$ cat config.mk
export PLATFORM = sky130hd
export DESIGN_NAME = eptest_engine
export DESIGN_NICKNAME = d
export VERILOG_FILES = /design/src/rtl/eptest_pkg.sv /design/src/rtl/eptest_regs.sv /design/src/rtl/eptest_seq.sv /design/src/rtl/eptest_engine.sv
export SDC_FILE = /design/constraint.sdc
export NUM_CORES = 1
export LEC_CHECK = 0
export BUFFER_PORTS_ARGS = -buffer_cell sky130_fd_sc_hd__buf_2
export CAP_MARGIN = 25
export CELL_PAD_IN_SITES_DETAIL_PLACEMENT = 0
export CELL_PAD_IN_SITES_GLOBAL_PLACEMENT = 1
export CORE_MARGIN = 8
export CORE_UTILIZATION = 40
export CTS_CLUSTER_DIAMETER = 150
export CTS_CLUSTER_SIZE = 8
export DETAILED_ROUTE_END_ITERATION = 16
export GPL_TIMING_DRIVEN = 0
export PLACE_DENSITY_LB_ADDON = 0.1
export RECOVER_POWER = 100
export SYNTH_ARGS = -nofsm -noshare
export SYNTH_HDL_FRONTEND = slang
export SYNTH_SLANG_ARGS = --single-unit
$ cat constraint.sdc
create_clock -name clk -period 14.8 [get_ports clk]
set_input_delay 2.96 -clock clk [delete_from_list [all_inputs] [get_ports clk]]
set_output_delay 2.96 -clock clk [all_outputs]
set_load 0.005 [all_outputs]
$ cat src/rtl/eptest_pkg.sv
package eptest_pkg;
  localparam int DW     = 32;
  localparam int RAW    = 5;
  localparam int CMD_W  = 11;
  localparam int STAT_W = 9;
  localparam int VEC_W  = 6;

  localparam logic [RAW-1:0] OFS_MAGIC = 5'h00;
  localparam logic [RAW-1:0] OFS_CMD   = 5'h04;
  localparam logic [RAW-1:0] OFS_STAT  = 5'h08;
  localparam logic [RAW-1:0] OFS_SRC   = 5'h0C;
  localparam logic [RAW-1:0] OFS_DST   = 5'h10;
  localparam logic [RAW-1:0] OFS_SIZE  = 5'h14;
  localparam logic [RAW-1:0] OFS_CSUM  = 5'h18;

  localparam int C_LEG = 0;
  localparam int C_MSG = 1;
  localparam int C_VLO = 2;
  localparam int C_RD  = 8;
  localparam int C_WR  = 9;
  localparam int C_CP  = 10;

  localparam int S_RD_OK   = 0;
  localparam int S_RD_FAIL = 1;
  localparam int S_WR_OK   = 2;
  localparam int S_WR_FAIL = 3;
  localparam int S_CP_OK   = 4;
  localparam int S_CP_FAIL = 5;
  localparam int S_IRQ     = 6;
  localparam int S_BAD_SRC = 7;
  localparam int S_BAD_DST = 8;

  typedef enum logic [1:0] {OP_NONE, OP_RD, OP_WR, OP_CP} op_e;
  typedef enum logic [2:0] {ST_IDLE, ST_CHECK, ST_RD, ST_WR, ST_DONE} st_e;
endpackage

$ cat src/rtl/eptest_regs.sv
module eptest_regs
  import eptest_pkg::*;
(
  input  logic              clk,
  input  logic              rst_n,
  input  logic              reg_we,
  input  logic [RAW-1:0]    reg_addr,
  input  logic [DW-1:0]     reg_wdata,
  output logic [DW-1:0]     reg_rdata,
  input  logic              busy,
  input  logic              done,
  input  logic [STAT_W-1:0] stat_set,
  input  logic [DW-1:0]     csum,
  output logic              start,
  output logic [CMD_W-1:0]  cmd_q,
  output logic [STAT_W-1:0] status_q,
  output logic [DW-1:0]     src_q,
  output logic [DW-1:0]     dst_q,
  output logic [DW-1:0]     size_q
);
  logic [DW-1:0]     magic_q;
  logic [CMD_W-1:0]  cmd_d;
  logic [STAT_W-1:0] status_d;
  logic              magic_we, src_we, dst_we, size_we;

  assign magic_we = reg_we && (reg_addr == OFS_MAGIC);
  assign src_we   = reg_we && (reg_addr == OFS_SRC);
  assign dst_we   = reg_we && (reg_addr == OFS_DST);
  assign size_we  = reg_we && (reg_addr == OFS_SIZE);
  assign start    = reg_we && (reg_addr == OFS_CMD) && !busy;

  always_comb begin
    cmd_d    = cmd_q;
    status_d = status_q | stat_set;
    if (start) begin
      cmd_d    = reg_wdata[CMD_W-1:0];
      status_d = '0;
    end else if (done) begin
      cmd_d = '0;
    end
  end

  always_ff @(posedge clk or negedge rst_n) begin
    if (!rst_n) begin
      magic_q  <= '0;
      cmd_q    <= '0;
      status_q <= '0;
      src_q    <= '0;
      dst_q    <= '0;
      size_q   <= '0;
    end else begin
      if (magic_we) magic_q <= reg_wdata;
      if (src_we)   src_q   <= reg_wdata;
      if (dst_we)   dst_q   <= reg_wdata;
      if (size_we)  size_q  <= reg_wdata;
      cmd_q    <= cmd_d;
      status_q <= status_d;
    end
  end

  always_comb begin
    unique case (reg_addr)
      OFS_MAGIC: reg_rdata = magic_q;
      OFS_CMD:   reg_rdata = {{(DW-CMD_W){1'b0}}, cmd_q};
      OFS_STAT:  reg_rdata = {{(DW-STAT_W){1'b0}}, status_q};
      OFS_SRC:   reg_rdata = src_q;
      OFS_DST:   reg_rdata = dst_q;
      OFS_SIZE:  reg_rdata = size_q;
      OFS_CSUM:  reg_rdata = csum;
      default:   reg_rdata = '0;
    endcase
  end
endmodule

$ cat src/rtl/eptest_seq.sv
module eptest_seq
  import eptest_pkg::*;
(
  input  logic              clk,
  input  logic              rst_n,
  input  logic              start,
  input  logic [CMD_W-1:0]  cmd,
  input  logic [DW-1:0]     src,
  input  logic [DW-1:0]     dst,
  input  logic [DW-1:0]     size,
  output logic              busy,
  output logic              done,
  output logic [STAT_W-1:0] stat_set,
  output logic [DW-1:0]     csum,
  output logic              mem_req,
  output logic              mem_we,
  output logic [DW-1:0]     mem_addr,
  output logic [DW-1:0]     mem_wdata,
  input  logic              mem_ack,
  input  logic [DW-1:0]     mem_rdata,
  output logic              irq_legacy,
  output logic              irq_msg,
  output logic [VEC_W-1:0]  irq_vec
);
  localparam int IW = DW - 2;

  st_e           state_q, state_d;
  op_e           op_q, op_d, op_sel;
  logic [IW-1:0] idx_q, idx_d, last_q, last_d;
  logic          ok_q, ok_d, ok_chk;
  logic [DW-1:0] csum_q, csum_d, dbuf_q, dbuf_d;
  logic [DW-1:0] sbase_q, sbase_d, dbase_q, dbase_d;
  logic          need_src, need_dst, src_ok, dst_ok, size_ok, at_last;
  logic [DW-1:0] pattern;

  always_comb begin
    if (cmd[C_RD])      op_sel = OP_RD;
    else if (cmd[C_WR]) op_sel = OP_WR;
    else if (cmd[C_CP]) op_sel = OP_CP;
    else                op_sel = OP_NONE;
  end

  assign need_src = (op_sel == OP_RD) || (op_sel == OP_CP);
  assign need_dst = (op_sel == OP_WR) || (op_sel == OP_CP);
  assign src_ok   = (src != '0) && (src[1:0] == 2'b00);
  assign dst_ok   = (dst != '0) && (dst[1:0] == 2'b00);
  assign size_ok  = (size != '0) && (size[1:0] == 2'b00);
  assign ok_chk   = (!need_src || src_ok) && (!need_dst || dst_ok) && size_ok;
  assign at_last  = (idx_q == last_q);
  assign pattern  = {2'b00, idx_q};

  always_comb begin
    state_d  = state_q;
    op_d     = op_q;
    idx_d    = idx_q;
    last_d   = last_q;
    ok_d     = ok_q;
    csum_d   = csum_q;
    dbuf_d   = dbuf_q;
    sbase_d  = sbase_q;
    dbase_d  = dbase_q;
    stat_set = '0;
    unique case (state_q)
      ST_IDLE: if (start) state_d = ST_CHECK;
      ST_CHECK: begin
        op_d    = op_sel;
        idx_d   = '0;
        csum_d  = '0;
        sbase_d = src;
        dbase_d = dst;
        last_d  = size[DW-1:2] - 1'b1;
        ok_d    = ok_chk;
        stat_set[S_BAD_SRC] = need_src && !src_ok;
        stat_set[S_BAD_DST] = need_dst && !dst_ok;
        if (op_sel == OP_NONE || !ok_chk) state_d = ST_DONE;
        else if (op_sel == OP_WR)         state_d = ST_WR;
        else                              state_d = ST_RD;
      end
      ST_RD: if (mem_ack) begin
        csum_d = csum_q ^ mem_rdata;
        dbuf_d = mem_rdata;
        if (op_q == OP_CP) state_d = ST_WR;
        else begin
          idx_d = idx_q + 1'b1;
          if (at_last) state_d = ST_DONE;
        end
      end
      ST_WR: if (mem_ack) begin
        if (op_q == OP_WR) csum_d = csum_q ^ pattern;
        idx_d = idx_q + 1'b1;
        if (at_last)            state_d = ST_DONE;
        else if (op_q == OP_CP) state_d = ST_RD;
      end
      ST_DONE: begin
        stat_set[S_RD_OK]   = (op_q == OP_RD) && ok_q;
        stat_set[S_RD_FAIL] = (op_q == OP_RD) && !ok_q;
        stat_set[S_WR_OK]   = (op_q == OP_WR) && ok_q;
        stat_set[S_WR_FAIL] = (op_q == OP_WR) && !ok_q;
        stat_set[S_CP_OK]   = (op_q == OP_CP) && ok_q;
        stat_set[S_CP_FAIL] = (op_q == OP_CP) && !ok_q;
        stat_set[S_IRQ]     = cmd[C_LEG] || cmd[C_MSG];
        state_d = ST_IDLE;
      end
      default: state_d = ST_IDLE;
    endcase
  end

  always_ff @(posedge clk or negedge rst_n) begin
    if (!rst_n) begin
      state_q <= ST_IDLE;
      op_q    <= OP_NONE;
      idx_q   <= '0;
      last_q  <= '0;
      ok_q    <= 1'b0;
      csum_q  <= '0;
      dbuf_q  <= '0;
      sbase_q <= '0;
      dbase_q <= '0;
    end else begin
      state_q <= state_d;
      op_q    <= op_d;
      idx_q   <= idx_d;
      last_q  <= last_d;
      ok_q    <= ok_d;
      csum_q  <= csum_d;
      dbuf_q  <= dbuf_d;
      sbase_q <= sbase_d;
      dbase_q <= dbase_d;
    end
  end

  assign busy       = (state_q != ST_IDLE);
  assign done       = (state_q == ST_DONE);
  assign csum       = csum_q;
  assign mem_req    = (state_q == ST_RD) || (state_q == ST_WR);
  assign mem_we     = (state_q == ST_WR);
  assign mem_addr   = ((state_q == ST_RD) ? sbase_q : dbase_q) + {idx_q, 2'b00};
  assign mem_wdata  = (op_q == OP_WR) ? pattern : dbuf_q;
  assign irq_legacy = done && cmd[C_LEG];
  assign irq_msg    = done && cmd[C_MSG];
  assign irq_vec    = (irq_legacy || irq_msg) ? cmd[C_VLO +: VEC_W] : '0;
endmodule

$ cat src/rtl/eptest_engine.sv
module eptest_engine
  import eptest_pkg::*;
(
  input  logic             clk,
  input  logic             rst_n,
  input  logic             reg_we,
  input  logic [RAW-1:0]   reg_addr,
  input  logic [DW-1:0]    reg_wdata,
  output logic [DW-1:0]    reg_rdata,
  output logic             mem_req,
  output logic             mem_we,
  output logic [DW-1:0]    mem_addr,
  output logic [DW-1:0]    mem_wdata,
  input  logic             mem_ack,
  input  logic [DW-1:0]    mem_rdata,
  output logic             irq_legacy,
  output logic             irq_msg,
  output logic [VEC_W-1:0] irq_vec
);
  logic              rst_meta, rst_sync_n;
  logic              start, busy, done;
  logic [CMD_W-1:0]  cmd_q;
  logic [STAT_W-1:0] status_q, stat_set;
  logic [DW-1:0]     src_q, dst_q, size_q, csum;

  always_ff @(posedge clk or negedge rst_n) begin
    if (!rst_n) begin
      rst_meta   <= 1'b0;
      rst_sync_n <= 1'b0;
    end else begin
      rst_meta   <= 1'b1;
      rst_sync_n <= rst_meta;
    end
  end

  eptest_regs u_regs (
    .clk(clk), .rst_n(rst_sync_n),
    .reg_we(reg_we), .reg_addr(reg_addr), .reg_wdata(reg_wdata), .reg_rdata(reg_rdata),
    .busy(busy), .done(done), .stat_set(stat_set), .csum(csum),
    .start(start), .cmd_q(cmd_q), .status_q(status_q),
    .src_q(src_q), .dst_q(dst_q), .size_q(size_q)
  );

  eptest_seq u_seq (
    .clk(clk), .rst_n(rst_sync_n),
    .start(start), .cmd(cmd_q), .src(src_q), .dst(dst_q), .size(size_q),
    .busy(busy), .done(done), .stat_set(stat_set), .csum(csum),
    .mem_req(mem_req), .mem_we(mem_we), .mem_addr(mem_addr), .mem_wdata(mem_wdata),
    .mem_ack(mem_ack), .mem_rdata(mem_rdata),
    .irq_legacy(irq_legacy), .irq_msg(irq_msg), .irq_vec(irq_vec)
  );
endmodule

# Word-level counts from Yosys, hierarchy flattened
# Index checks and enable logic that the tools add are counted.
[word_totals] out_inout_bits=106 regBits=344 in_bits=73
[classes] n_eq_ne=24 bitwise_logic=3 n_reduce_logical=52 add_sub_neg=3 muxes=30
[ops] cell="$pmux W32 S7" count=1
[ops] cell="$mux W32" count=5
[ops] cell="$pmux W32 S3" count=1
[ops] cell="$reduce_bool A32 Y1" count=3
[ops] cell="$mux W30" count=3
[ops] cell="$pmux W30 S3" count=1
[ops] cell="$add A32 B32 Y32" count=1
[ops] cell="$xor A32 B30 Y32" count=1
[ops] cell="$xor A32 B32 Y32" count=1
[ops] cell="$add A30 B1 Y30 const B" count=1
[ops] cell="$eq A30 B30 Y1" count=1
[ops] cell="$sub A30 B1 Y30 const B" count=1
[ops] cell="$mux W3" count=8
[ops] cell="$mux W11" count=2
[ops] cell="$logic_and A1 B1 Y1" count=21
[ops] cell="$eq A5 B5 Y1 const B" count=3
[ops] cell="$pmux W3 S4" count=1
[ops] cell="$eq A5 B4 Y1 const B" count=2
[ops] cell="$mux W9" count=1
[ops] cell="$or A9 B9 Y9" count=1
[ops] cell="$eq A2 B2 Y1 const B" count=4
[ops] cell="$logic_not A2 Y1" count=4
[ops] cell="$logic_or A1 B1 Y1" count=8
[ops] cell="$mux W2" count=4
[ops] cell="19 further kinds" count=33

# Depth between registers and ports, before layout
# Gate-level depths: netlist of the first run.
[logic_depth] ltp_word=13 ltp_mapped=16 depth_no_buf=15

# Cells and area by module
# A second synthesis of the first run with hierarchy kept.
[unflattened] cells_unflattened=1877 hier_area_um2=18651.6
[modules_own_cells] mod="eptest_seq" cells_each=1326 area_per_inst_um2=11554.8 seq_area_each_um2=4854.7 instances=1
[modules_own_cells] mod="eptest_regs" cells_each=548 area_per_inst_um2=7043.0 seq_area_each_um2=3703.6 instances=1
[modules_own_cells] mod="eptest_engine" cells_each=3 area_per_inst_um2=53.8 seq_area_each_um2=50.0 instances=1

# Worst setup path after synthesis of the first run
# No wires, ideal clock.
[synth_path] kind="input-to-output" startpoint="input port reg_addr[1]" endpoint="output port reg_rdata[10]" path_slack_ns=7.561 required_ns=11.840 cell_stages=5 t_arrival_ns=4.279 cell_sequence="or3_1 > nor3_1 > clkbuf_1 > a22oi_1 > nand3_1"
[synth_between] elab_chain_len=2
[synth_rtl] element="start: declaration" line="eptest_engine.sv:7" text="input logic [RAW-1:0] reg_addr,"
[synth_rtl] element="$eq A5 B5 Y1 (tied with other cells)" line="eptest_regs.sv:62" text="unique case (reg_addr)"
[synth_rtl] element="$pmux W32 S7 (*)" line="eptest_regs.sv:62"
[synth_rtl] element="end: declaration" line="eptest_engine.sv:9" text="output logic [DW-1:0] reg_rdata,"
# Every way passes the cells marked *; elsewhere a longest branch is shown, timed or not.

# Final worst setup path of the first run
[layout_path] startpoint="register u_seq.state_q[2]" endpoint="output port mem_addr[30]"
[layout_between] elab_chain_len=3
[layout_rtl] element="start: declaration" line="eptest_seq.sv:27" text="st_e state_q, state_d;"
[layout_rtl] element="start signal: assignment" line="eptest_seq.sv:120" text="state_q <= state_d;"
[layout_rtl] element="$eq A3 B2 Y1" line="eptest_seq.sv:137" text="assign mem_addr = ((state_q == ST_RD) ? sbase_q : dbase_q) + {idx_q, 2'b00};"
[layout_rtl] element="$mux W32" line="eptest_seq.sv:137"
[layout_rtl] element="$add A32 B32 Y32" line="eptest_seq.sv:137"
[layout_rtl] element="end: declaration" line="eptest_engine.sv:12" text="output logic [DW-1:0] mem_addr,"
# Every way passes these cells.

==> results of run 1 <==
flip-flops by register name, indices dropped and copies added, names as in the netlist:
signal	count
rst_meta	1
u_seq.state_q	3
u_seq.csum	32
u_regs.size_q	32
u_regs.magic_q	32
u_seq.dbase_q	32
u_regs.status_q	9
u_seq.sbase_q	32
u_seq.op_q	2
rst_sync_n	1
u_regs.src_q	32
u_seq.dbuf_q	32
u_regs.dst_q	32
u_regs.cmd_q	11
u_seq.last_q	30
u_seq.idx_q	30
u_seq.ok_q	1
through the flow:
step	setup TNS, ns	util [%]	hold WS, ns	power (W)
floorplan	0	-	0.331	0.00236
global placement	-0.423	43.9	0.336	0.00297
detailed placement	0	44.2	0.336	0.00300
CTS	0	47.0	0.347	0.00400
global route	0	46.3	0.357	0.00418
finish	0	46.3	0.344	0.00394
path summary, 6_finish.rpt:
path / from / endpoint / slack, ns / cells after the start
setup / recovery: u_seq.state_q[2]$_DFFE_PN0P_ / mem_addr[30] / 5.07 / 17
min in group asynchronous: rst_sync_n$_DFF_PN0_ / u_regs.src_q[26]$_DFFE_PN0P_ / 0.64 / 0
hold / removal: rst_meta$_DFF_PN0_ / rst_sync_n$_DFF_PN0_ / 0.34 / 0
hold reg to reg: rst_meta$_DFF_PN0_ / rst_sync_n$_DFF_PN0_ / 0.34 / 0
setup reg to reg: rst_sync_n$_DFF_PN0_ / u_seq.dbase_q[5]$_DFFE_PN0N_ / 7.43 / 2
max in group asynchronous: rst_sync_n$_DFF_PN0_ / u_seq.dbase_q[5]$_DFFE_PN0N_ / 7.43 / 2
layout by cell type, fill, tap and decap left out, types with 34 or more instances in the layout:
master,instances
a21oi_1,51
a22oi_1,46
buf_2,97
clkbuf_1,191
clkbuf_16,48
dfrtp_1,344
mux2_2,189
nand2_1,431
nand3_1,34
nor2_1,81
o21ai_0,116
xnor2_1,45
xor2_1,53
power breakdown:
| group | internal, W | total (W) | switching (W) |
|---|---|---|---|
| clock | 0.000571 | 0.000979 | 0.000409 |
| combinational | 0.000539 | 0.00142 | 0.000884 |
| sequential | 0.00125 | 0.00154 | 0.000288 |
area by class of cell:
type	count	area, um2
plain buffers	109	409
repair buffers	183	810
multi-input cells	1384	8940
flip-flops and latches	344	8610
inverters	21	78.8
clock buffers	49	1200
clock inverters	3	45.0
well taps	600	751
fillers	4521	24100
layer usage:
| metal | GRT usage (%) | wire length [um] |
|---|---|---|
| met1 | 34.6 | 31000 |
| met5 | 0 | 16 |
| met2 | 38.9 | 29800 |
| met4 | 6.60 | 1450 |
| met3 | 4.39 | 3640 |
worst register-to-register path, cell delays in order, from the launching register on:
cell,delay (ns)
dfrtp_1,1.35
clkbuf_1,2.46
clkbuf_1,2.73
cells by family (layout without fill, tap and decap cells):
kind of cell             count (synthesis)  after routing  synth area share (%)
AND/OR/NAND/NOR                        696            696                  16.9
flip-flops                             344            344                  47.6
AO/OA/AOI/OAI                          338            338                  12.2
multiplexers                           218            218                  13.5
buffers and inverters                  130            365                  2.72
XOR/XNOR                                98             98                  4.74
adder cells (fa/ha/maj)                 33             33                  2.32
other                                    1              1                0.0207
==> metrics, run 1 <==
Setup crit end kind=primary output; Tightest Hold Check Type=register to register; die height=229 um; share of cells above drive strength 1=16.6%; fin cells=2,693; crit start category=register; Post-CTS Setup Bufs=0; Least-Margin Pin Slew=3.66 ns; crit path kind=register to primary output; # rows=78; Overflow after GRT=0; Antenna diodes=0; CP most frequent cell=clkbuf_1; most common cell in the netlist=nand2_1; Tot GR Track Use=24.7%; vias in the first global route=between 15,000 and 20,000; register area share after synthesis=47.6%; Avg Cell Area, Syn=about 10 um2; Area Growth Syn to Fin=15.2%; critical-path cell list=inv_1, nand2_1, nor2_1, clkbuf_1, mux2_1, ha_1, fa_1, a211oi_1, o21ai_0, o211ai_1, a21oi_1, o41ai_1, o31ai_1, a41oi_1, nand3_1, o311ai_1, clkbuf_1; Leak=slightly below 10 nW; DIE AREA=52,300 um2; max incr delay on CP=0.85 ns; routed length per instance=24.4 um; failing checks=capacitance limit, slew limit; Hold-fix buffers, CTS=0; CTS tree=built; Placed Area=19,900 um2; setup ws final=5.07 ns; total I/O pin count=179; cell area after synthesis=roughly 18,000 um2; largest net degree at the start of global routing=68; Crit path required time=between 10 and 15 ns; core footprint=45,000 um2; worst slack, placed=6.27 ns; unrepaired setup endpoints after global routing=no; starting density of the core=40.2%; global-route wire length before repair=98,700 um; Fmax=just over 100 MHz; status=finished with violations; Slew headroom=-144%; DRT iter0 DRCs=between 1,000 and 1,500; Max Fanout on Critical Path=10; Detail Route Antenna Nets=0; IO buf count=178; worst vdd ir=97.8 uV; Final Max Slew Viols=353; Post-Synthesis Cells=1,858; Clock Skews=0.0138 ns; drt total wl=65,800 um; number of synthesized flops with an enable pin=0; max-cap violations=6; die width=229 um; post-CTS sizing=0; final period utilization=approximately two thirds; warning count from the yosys run=0; placer congestion estimate=0.884; initial antenna violation count=1; Final setup viols=0; Critical-path top delay cell=o41ai_1; placed cells=2,641; area share of the largest cell type after synthesis=47.6%; H-tree depth=2; clock slew at reported path FFs=0.05 ns; syn_nets=1,964; clk sinks=344; Nets=2,197; fraction of registers with async set/reset=between 90% and 100%; most frequent cells after synthesis=nand2_1 (431), dfrtp_1 (344), mux2_2 (193); Primary FF master, synth=dfrtp_1; worst-skew pair later-pin latency=about 0.58 ns; min Tclk post-route=9.73 ns; post-DP HPWL=51,000 um; Worst Path Buf+Inv=3; CTS Buf Count=48; root buf cell=clkbuf_16; Pre-antenna DRT Iters=6; Final Instance Area=roughly 21,000 um2; DRC violations left=0; delay-heaviest family, CP=compound AO/OA/AOI/OAI gates; synth top area cells=dfrtp_1 (48%), mux2_2 (12%), nand2_1 (8.9%), o21ai_0 (2.8%), xor2_1 (2.6%); Vias/cell=5.54; Worst EP arrival=6.77 ns; area leader, netlist=dfrtp_1; library cells used by synthesis=67; vias=14,911; Final Hold Fails=0; #FFs+latches synth=344; pwr dens=between 150 and 200 nW/um2; Max clock buf depth=3
Note: power is estimated with default switching activity, not from simulation.
==> run 2: changes to the inputs <==
--- a/config.mk
+++ b/config.mk
@@ -5,6 +5,7 @@
 export SDC_FILE = /design/constraint.sdc
 export NUM_CORES = 1
 export LEC_CHECK = 0
+export ABC_AREA = 1
 export BUFFER_PORTS_ARGS = -buffer_cell sky130_fd_sc_hd__buf_2
 export CAP_MARGIN = 25
 export CELL_PAD_IN_SITES_DETAIL_PLACEMENT = 0
==> constraint.sdc (replaced) <==
create_clock -name clk -period 9.9 [get_ports clk]
set_input_delay 1.98 -clock clk [delete_from_list [all_inputs] [get_ports clk]]
set_output_delay 1.98 -clock clk [all_outputs]
set_load 0.005 [all_outputs]
==> metrics, run 2 <==
worst-skew pair later-pin latency=0.59 ns (about the same); # rows=79 (+1.3%); library cells used by synthesis=54 (-19%); Least-Margin Pin Slew=3.75 ns (+0.0854 ns); clk sinks=344 (unchanged); Post-Synthesis Cells=2,466 (+33%); DRC violations left=0 (unchanged); final setup TNS=0 ns (unchanged); cell area after synthesis=18,800 um2 (+4.1%); syn_nets=2,572 (+31%); largest net degree at the start of global routing=71 (+4.4%); R2R depth=2 (unchanged); commonest non-fill, non-tap cells in the layout=nand2_1 (715), dfrtp_1 (344), o21ai_0 (329); worst hold start=rst_meta$_DFF_PN0_; register area share after synthesis=45.7% (-1.9 points); Hold Path End=rst_sync_n$_DFF_PN0_; number of synthesized flops with an enable pin=0 (unchanged); Leak=10.2 nW (+5.5%); Pre-antenna DRT Iters=6 (unchanged); CTS Buf Count=48 (unchanged); clock slew at reported path FFs=0.05 ns (about the same); Slew headroom=-150% (-5.7 points); worst reg2reg path startpoint=rst_sync_n$_DFF_PN0_; Max clock buf depth=3 (unchanged); Detail Route Antenna Nets=0 (unchanged); synth top area cells=dfrtp_1 (46%), nand2_1 (14%), o21ai_0 (8.3%), inv_1 (5.7%), nor2_1 (3.4%); most frequent cells after synthesis=nand2_1 (710), dfrtp_1 (344), o21ai_0 (314); die width=233 um (+1.9%); Antenna diodes=0 (unchanged); FF-to-FF End=u_seq.dbuf_q[16]$_DFFE_PN0P_; area leader, netlist=dfrtp_1; Fmax=122 MHz; warning count from the yosys run=0 (unchanged); total I/O pin count=179 (unchanged); die height=233 um (+1.9%); Post-CTS Setup Bufs=0 (unchanged); worst vdd ir=138 uV (+41%); Setup crit end kind=primary output; DIE AREA=54,300 um2 (+3.8%); Primary FF master, synth=dfrtp_1; fraction of registers with async set/reset=100% (unchanged); starting density of the core=40.5% (+0.23 points); fin cells=3,308 (+23%); Area Growth Syn to Fin=14.3%; core footprint=46,600 um2 (+3.5%); min Tclk post-route=8.20 ns; placed cells=3,256 (+23%); Clock Skews=0.0205 ns (+0.00665 ns); Hold-fix buffers, CTS=0 (unchanged); H-tree depth=2 (unchanged); Max Fanout on Critical Path=10 (unchanged); max-cap violations=5 (-1); commonest non-fill, non-tap cell in the layout=nand2_1; unrepaired setup endpoints after global routing=no; placer congestion estimate=0.951 (+7.7%); crit path kind=register to primary output; IO buf count=177 (-0.56%); Tot GR Track Use=28.9% (+4.2 points); status=finished with violations; Final Max Slew Viols=254 (-28%); area share of the largest cell type after synthesis=45.7% (-1.9 points); root buf cell=clkbuf_16; DRT iter0 DRCs=1,745 (+33%); crit start category=register; Final setup viols=0 (unchanged); post-DP HPWL=63,000 um (+24%); failing checks=capacitance limit, slew limit; post-CTS sizing=0 (unchanged); most common cell in the netlist=nand2_1; vias in the first global route=18,154 (+18%); #FFs+latches synth=344 (unchanged); Worst EP arrival=6.22 ns (-0.55 ns); Crit path required time=7.92 ns (-3.92 ns); drt total wl=79,300 um (+20%); Tightest Hold Check Type=register to register; share of cells above drive strength 1=5.81% (-11 points); Avg Cell Area, Syn=7.64 um2 (-22%); vias=18,350 (+23%); Final Hold Fails=0 (unchanged); initial antenna violation count=0 (-1); final period utilization=82.8%; hold path cells=0 (unchanged); CTS tree=built; global-route wire length before repair=117,000 um (+18%); pwr dens=246 nW/um2 (+30%); Vias/cell=5.55 (+0.18%); routed length per instance=24.0 um (-2.0%); Nets=2,805 (+28%); Overflow after GRT=0 (unchanged); internal reg-to-reg setup slack=3.67 ns (-3.76 ns)
[run 2: stage by stage]
step	hold WS [ns]	power, W	setup WS, ns	utilization, %	cell area (um2)
2_1_floorplan	0.331	0.00308	4.28	-	18800
3_3_place_gp	0.339	0.00382	1.80	44.0	20500
3_5_place_dp	0.330	0.00386	3.31	44.3	20600
4_1_cts	0.335	0.00536	2.75	47.1	21900
5_1_grt	0.360	0.00560	1.45	46.2	21500
6_report	0.353	0.00529	1.70	46.2	21500
[run 2: critical path: stages (launching register included)]
cell and delay, ns:
dfrtp_1 0.42, clkinv_1 0.08, nor2_1 0.21, nand2_1 0.49, inv_1 0.52, clkbuf_1 0.70, clkbuf_1 0.47, nand2_1 0.09
nand2_1 0.14, ha_1 0.22, fa_1 0.25, a21oi_1 0.08, o21ai_0 0.73, a21oi_1 0.24, o21ai_1 0.40, nand4_1 0.20
nand2_1 0.11, nand2_1 0.05, nand2_1 0.06, clkbuf_1 0.13
[run 2: layout make-up]
class                           instances  area [um2]
Fill cell                            4942       25000
Buffer                                104         398
Inverter                              298        1120
Clock inverter                          2        46.3
Clock buffer                           50        1230
Tap cell                              607         759
Sequential cell                       344        8610
Timing Repair Buffer                  183         822
Multi-Input combinational cell       1720        8540
[run 2: how the worst max path moves through the flow]
| stage | slack (ns) | end | start |
|---|---|---|---|
| 3_3_place_gp | 1.80 | u_seq.dbuf_q[16]$_DFFE_PN0P_ | rst_sync_n$_DFF_PN0_ |
| 3_5_place_dp | 3.31 | reg_rdata[30] | reg_addr[1] |
| 5_1_grt | 1.45 | mem_addr[30] | u_seq.state_q[1]$_DFFE_PN0P_ |
| 4_1_cts | 2.75 | mem_addr[17] | u_seq.state_q[1]$_DFFE_PN0P_ |
| 2_1_floorplan | 4.28 | u_regs.cmd_q[0]$_DFFE_PN0P_ | rst_sync_n$_DFF_PN0_ |
| 6_report | 1.70 | mem_addr[30] | u_seq.state_q[1]$_DFFE_PN0P_ |
[run 2: routing by layer]
metal	global-route usage, %	routed length [um]
met1	39.4	34800
met2	46.6	36400
met3	4.74	5830
met4	8.99	2260
met5	0	0
[run 2: kinds of logic (layout without fill, tap and decap cells)]
group | count (synthesis) | after routing | share of synthesized area (%)
compound gates | 621 | 621 | 19.5
xor+xnor | 58 | 58 | 2.70
fa+ha+maj | 33 | 33 | 2.23
buf+inv | 402 | 637 | 8.16
flops | 344 | 344 | 45.7
mux | 1 | 1 | 0.0531
other cells | 1 | 1 | 0.0199
simple gates | 1006 | 1006 | 21.6
[run 2: power by group]
part	leakage (nW)	switching [W]	internal, W	total (W)
combinational	5.05	0.00122	0.000542	0.00176
sequential	4.51	0.000263	0.00177	0.00203
clock	0.623	0.000624	0.000869	0.00149
